--- src/rtl/hbfe_pkg.sv ---
package hbfe_pkg;
    localparam int CTRL_W   = 16;
    localparam int VEC_W    = 8;
    localparam int HEN_BIT  = 0;
    localparam int REN_BIT  = 1;
    localparam int DREQ_BIT = 2;
    localparam int MUX_BIT  = 3;
    localparam int CSP_BIT  = 13;
    localparam int RQP_BIT  = 14;
    localparam int AKP_BIT  = 15;

    typedef struct packed {
        logic host_en;
        logic req_en;
        logic dual_req;
        logic mux_bus;
        logic cs_pol;
        logic req_pol;
        logic ack_pol;
    } ctrl_fields_t;

    function automatic ctrl_fields_t unpack_ctrl(input logic [CTRL_W-1:0] r);
        ctrl_fields_t f;
        f.host_en  = r[HEN_BIT];
        f.req_en   = r[REN_BIT];
        f.dual_req = r[DREQ_BIT];
        f.mux_bus  = r[MUX_BIT];
        f.cs_pol   = r[CSP_BIT];
        f.req_pol  = r[RQP_BIT];
        f.ack_pol  = r[AKP_BIT];
        return f;
    endfunction
endpackage

--- src/rtl/hbfe_regs.sv ---
module hbfe_regs
    import hbfe_pkg::*;
#(
    parameter int CW = CTRL_W,
    parameter int VW = VEC_W
) (
    input  logic          clk,
    input  logic          rst_n,
    input  logic          wr_en,
    input  logic          wr_addr,
    input  logic [CW-1:0] wr_data,
    output logic [CW-1:0] ctrl_q,
    output logic [VW-1:0] vec_q
);
    typedef struct packed {
        logic [CW-1:0] ctrl;
        logic [VW-1:0] vec;
    } reg_state_t;

    reg_state_t st_d, st_q;

    always_comb begin
        st_d = st_q;
        if (wr_en) begin
            if (wr_addr) st_d.vec  = wr_data[VW-1:0];
            else         st_d.ctrl = wr_data;
        end
    end

    always_ff @(posedge clk or negedge rst_n) begin
        if (!rst_n) st_q <= '0;
        else        st_q <= st_d;
    end

    assign ctrl_q = st_q.ctrl;
    assign vec_q  = st_q.vec;
endmodule

--- src/rtl/hbfe_pin_decode.sv ---
module hbfe_pin_decode
    import hbfe_pkg::*;
(
    input  ctrl_fields_t cf,
    input  logic         pin_sel,
    input  logic         pin_ack,
    output logic         sel,
    output logic         ack_act
);
    always_comb begin
        // multiplexed bus mode forces the low-active reading of chip select
        if (cf.mux_bus) sel = ~pin_sel;
        else            sel = cf.cs_pol ? pin_sel : ~pin_sel;
        ack_act = cf.ack_pol ? pin_ack : ~pin_ack;
    end
endmodule

--- src/rtl/hbfe_req_drive.sv ---
module hbfe_req_drive
    import hbfe_pkg::*;
#(
    parameter int LANES = 3
) (
    input  ctrl_fields_t     cf,
    input  logic             tx_rdy,
    input  logic             rx_rdy,
    output logic [LANES-1:0] req_pins
);
    logic             enabled;
    logic [LANES-1:0] lane_act;

    always_comb begin
        enabled  = cf.host_en & cf.req_en;
        lane_act = '0;
        // lane 0 combined, lane 1 transmit, lane 2 receive
        lane_act[0] = enabled & ~cf.dual_req & (tx_rdy | rx_rdy);
        lane_act[1] = enabled &  cf.dual_req & tx_rdy;
        lane_act[2] = enabled &  cf.dual_req & rx_rdy;
    end

    for (genvar i = 0; i < LANES; i++) begin : g_lane
        assign req_pins[i] = lane_act[i] ? cf.req_pol : ~cf.req_pol;
    end
endmodule

--- src/rtl/hbfe_bus_mux.sv ---
module hbfe_bus_mux #(
    parameter int DW = 8
) (
    input  logic          ack_act,
    input  logic          sel,
    input  logic          host_rd,
    input  logic [DW-1:0] vec,
    input  logic [DW-1:0] rd_data,
    output logic [DW-1:0] hd,
    output logic          hd_oe
);
    always_comb begin
        hd    = '0;
        hd_oe = 1'b0;
        if (ack_act) begin
            hd    = vec;
            hd_oe = 1'b1;
        end else if (sel && host_rd) begin
            hd    = rd_data;
            hd_oe = 1'b1;
        end
    end
endmodule

--- src/rtl/hbus_pol_frontend.sv ---
module hbus_pol_frontend
    import hbfe_pkg::*;
(
    input  logic              clk,
    input  logic              rst_n,
    input  logic              cfg_wr_en,
    input  logic              cfg_addr,
    input  logic [CTRL_W-1:0] cfg_wdata,
    input  logic              pin_sel,
    input  logic              pin_ack,
    input  logic              host_rd,
    input  logic              tx_ready,
    input  logic              rx_ready,
    input  logic [VEC_W-1:0]  rd_data,
    output logic              sel_o,
    output logic              req_comb_o,
    output logic              req_tx_o,
    output logic              req_rx_o,
    output logic [VEC_W-1:0]  hd_o,
    output logic              hd_oe_o
);
    logic [CTRL_W-1:0] ctrl_q;
    logic [VEC_W-1:0]  vec_q;
    ctrl_fields_t      cf;
    logic              ack_act;
    logic [2:0]        req_pins;

    hbfe_regs #(.CW(CTRL_W), .VW(VEC_W)) regs_i (
        .clk(clk), .rst_n(rst_n), .wr_en(cfg_wr_en), .wr_addr(cfg_addr),
        .wr_data(cfg_wdata), .ctrl_q(ctrl_q), .vec_q(vec_q)
    );

    assign cf = unpack_ctrl(ctrl_q);

    hbfe_pin_decode dec_i (
        .cf(cf), .pin_sel(pin_sel), .pin_ack(pin_ack),
        .sel(sel_o), .ack_act(ack_act)
    );

    hbfe_req_drive #(.LANES(3)) req_i (
        .cf(cf), .tx_rdy(tx_ready), .rx_rdy(rx_ready), .req_pins(req_pins)
    );

    assign req_comb_o = req_pins[0];
    assign req_tx_o   = req_pins[1];
    assign req_rx_o   = req_pins[2];

    hbfe_bus_mux #(.DW(VEC_W)) mux_i (
        .ack_act(ack_act), .sel(sel_o), .host_rd(host_rd),
        .vec(vec_q), .rd_data(rd_data), .hd(hd_o), .hd_oe(hd_oe_o)
    );
endmodule

--- config.mk ---
export PLATFORM = sky130hd
export DESIGN_NAME = hbus_pol_frontend
export DESIGN_NICKNAME = d
export VERILOG_FILES = /design/src/rtl/hbfe_pkg.sv /design/src/rtl/hbfe_regs.sv /design/src/rtl/hbfe_pin_decode.sv /design/src/rtl/hbfe_req_drive.sv /design/src/rtl/hbfe_bus_mux.sv /design/src/rtl/hbus_pol_frontend.sv
export SDC_FILE = /design/constraint.sdc
export NUM_CORES = 1
export LEC_CHECK = 0
export ABC_AREA = 1
export BUFFER_PORTS_ARGS = -buffer_cell sky130_fd_sc_hd__buf_2
export CORE_ASPECT_RATIO = 1.75
export CORE_MARGIN = 5
export CORE_UTILIZATION = 45
export DETAILED_ROUTE_END_ITERATION = 12
export PLACE_DENSITY = 0.75
export SLEW_MARGIN = 40
export SYNTH_ARGS = -nofsm -noshare
export SYNTH_HDL_FRONTEND = slang
export SYNTH_HIERARCHICAL = 1
export SYNTH_SLANG_ARGS = --single-unit
--- constraint.sdc ---
create_clock -name clk -period 2.6 [get_ports clk]
set_clock_uncertainty 0.15 [all_clocks]
set_input_delay 0.52 -clock clk [delete_from_list [all_inputs] [get_ports clk]]
set_output_delay 0.52 -clock clk [all_outputs]
set_load 0.03 [all_outputs]
==> results.json <==
{
  "hold_class": "reg2reg",
  "drc": 0,
  "cts_inserted_buffers": 3,
  "cts_hold_buf": 1,
  "clock_sinks": 15,
  "clkTransAtPathRegs_ps": 80,
  "die_w_um": 44.7,
  "grt_overflow": 0,
  "ios": 46,
  "setup_viol": 0,
  "endpoint_kind": "output pin",
  "area.growth.synth_to_final_pct": 19.4,
  "finalCritPeriodShare": 0.851,
  "period_needed_ps": 2210,
  "cpLargestDelayFamily": "flip-flops",
  "worst_slack_ps": 386,
  "worstPathCellList": "inv_1 -> nand2_1 -> nand2_1 -> nand2_1 -> inv_1 -> nand2_1 -> o21ai_1 -> buf_2",
  "crit_buf_inv": 3,
  "fillerInstances": 204,
  "crit_fanout": 8,
  "grt_pass1_vias": 811,
  "gp_congestion": 0.767,
  "port_buffers": 40,
  "coreArea_um2": 2060,
  "crit_type": "reg2out",
  "grt_first_pass_wirelength_um": 3180,
  "start_util": 0.459,
  "cts_resized": 0,
  "grt_max_degree": 18,
  "fin_nets": 198,
  "dieArea_um2": 3160,
  "peakVddDrop_uv": 290,
  "dp_slack_ps": 523,
  "drive_gt1_frac": 0.329,
  "cts_setup_buffers": 0,
  "synth_nets": 158,
  "placementRows": 22,
  "ant_nets": 0,
  "antenna_cells": 0,
  "drt_iter0_markers": 20,
  "rsz0062_at_grt": "no",
  "drv_slew": 0,
  "slew_headroom": 0.771,
  "avgSynthCellArea_um2": 7.58,
  "via_count": 876,
  "drt_first_pass_iters": 4,
  "synthCells": 125,
  "final-seq-area_um2": 375,
  "grtUsageTotal": 0.132,
  "max_freq_ghz": 0.452,
  "dieHeight_um": 70.7,
  "arrival_ps": 1540,
  "clock_path_buffers": 2,
  "outcome": "finished, final reports clean",
  "wl_per_cell_um": 10.4,
  "setup_tns_ps": 0,
  "post-dp-hpwl_um": 1610,
  "crit_top_cell": "nand2_1",
  "drv_cap": 0,
  "vias_per_cell": 4.66,
  "p_per_area_nw_per_um2": 577,
  "antenna_found_initial": 0,
  "multiInputGateArea_um2": 433,
  "slowest_delay_ps": 390,
  "htreeDepth": 1,
  "critPathSlowestCell": "dfrtp_1",
  "start_kind": "flop",
  "routed_wl_um": 1950,
  "tightest_slew_ps": 343,
  "syn_area_um2": 947,
  "cts_tree": "done",
  "ys_warn_count": 6,
  "p_leak_nw": 0.649,
  "hold_viol": 0,
  "insertion_delay_ps": 270,
  "crit_required_ps": 1930,
  "root_buffer": "clkbuf_4"
}
worst paths after layout:
kind,depth (start not counted),from,end,slack (ps)
worst max-delay path,8,regs_i/ctrl_q[3],hd_o[5],390
worst min-delay path,2,regs_i/vec_q[2],regs_i/vec_q[2],320
min in group asynchronous,2,rst_n,regs_i/vec_q[2],510
max in group asynchronous,2,rst_n,regs_i/ctrl_q[13],1550
worst min register to register,2,regs_i/vec_q[2],regs_i/vec_q[2],320
worst max register to register,2,regs_i/ctrl_q[14],regs_i/ctrl_q[14],1800
sequential cells by signal (all words and copies together), names as in the netlist:
name           cells
regs_i/vec_q       8
regs_i/ctrl_q      7
report_power, final:
part | total, mW | internal [mW] | switching [mW]
registers | 0.282 | 0.262 | 0.0193
clock network | 0.127 | 0.0595 | 0.0675
logic | 0.244 | 0.0805 | 0.163
worst reg2reg max path, cell delays in order, from the launching register on:
cell and delay, ps:
dfrtp_1 420, nand2_1 80, nand2_1 40
per-layer routing:
layer / GRT usage / part of all wire
met4: 0.0872 / 0.018
met5: 0 / 0
met2: 0.229 / 0.50
met1: 0.139 / 0.42
met3: 0.0204 / 0.064
cells in the final DEF (no fill, tap or decap):
cell and n:
buf_2 40, xnor2_1 1, inv_8 2, nand2_2 5
nand3_1 19, nand4_1 1, nand2_8 1, o21ai_2 1
nor2_4 1, dlygate4sd3_1 1, o21ai_1 6, dfrtp_1 15
inv_1 7, clkbuf_1 1, nand2_1 58, nor2_1 1
buf_4 1, clkbuf_4 3
cell type report:
type | instances | share of cell area
inverter | 9 | 0.0431
timing repair buffer | 42 | 0.192
tap | 24 | 0.0265
clock buffer | 4 | 0.0232
sequential | 15 | 0.332
multi-input combinational | 94 | 0.383
stage by stage:
stage | utilization | instance area [um^2] | total power, mW | hold WS, ps | instances
detailed placement | 0.530 | 1090 | 0.532 | 283 | 183
CTS | 0.548 | 1130 | 0.662 | 316 | 188
global route | 0.548 | 1130 | 0.695 | 336 | 188
global placement | 0.530 | 1090 | 0.526 | 281 | 183
finish | 0.548 | 1130 | 0.653 | 325 | 188
floorplan | - | 947 | 0.469 | 74.4 | 125
(Power assumes the default switching activity.)
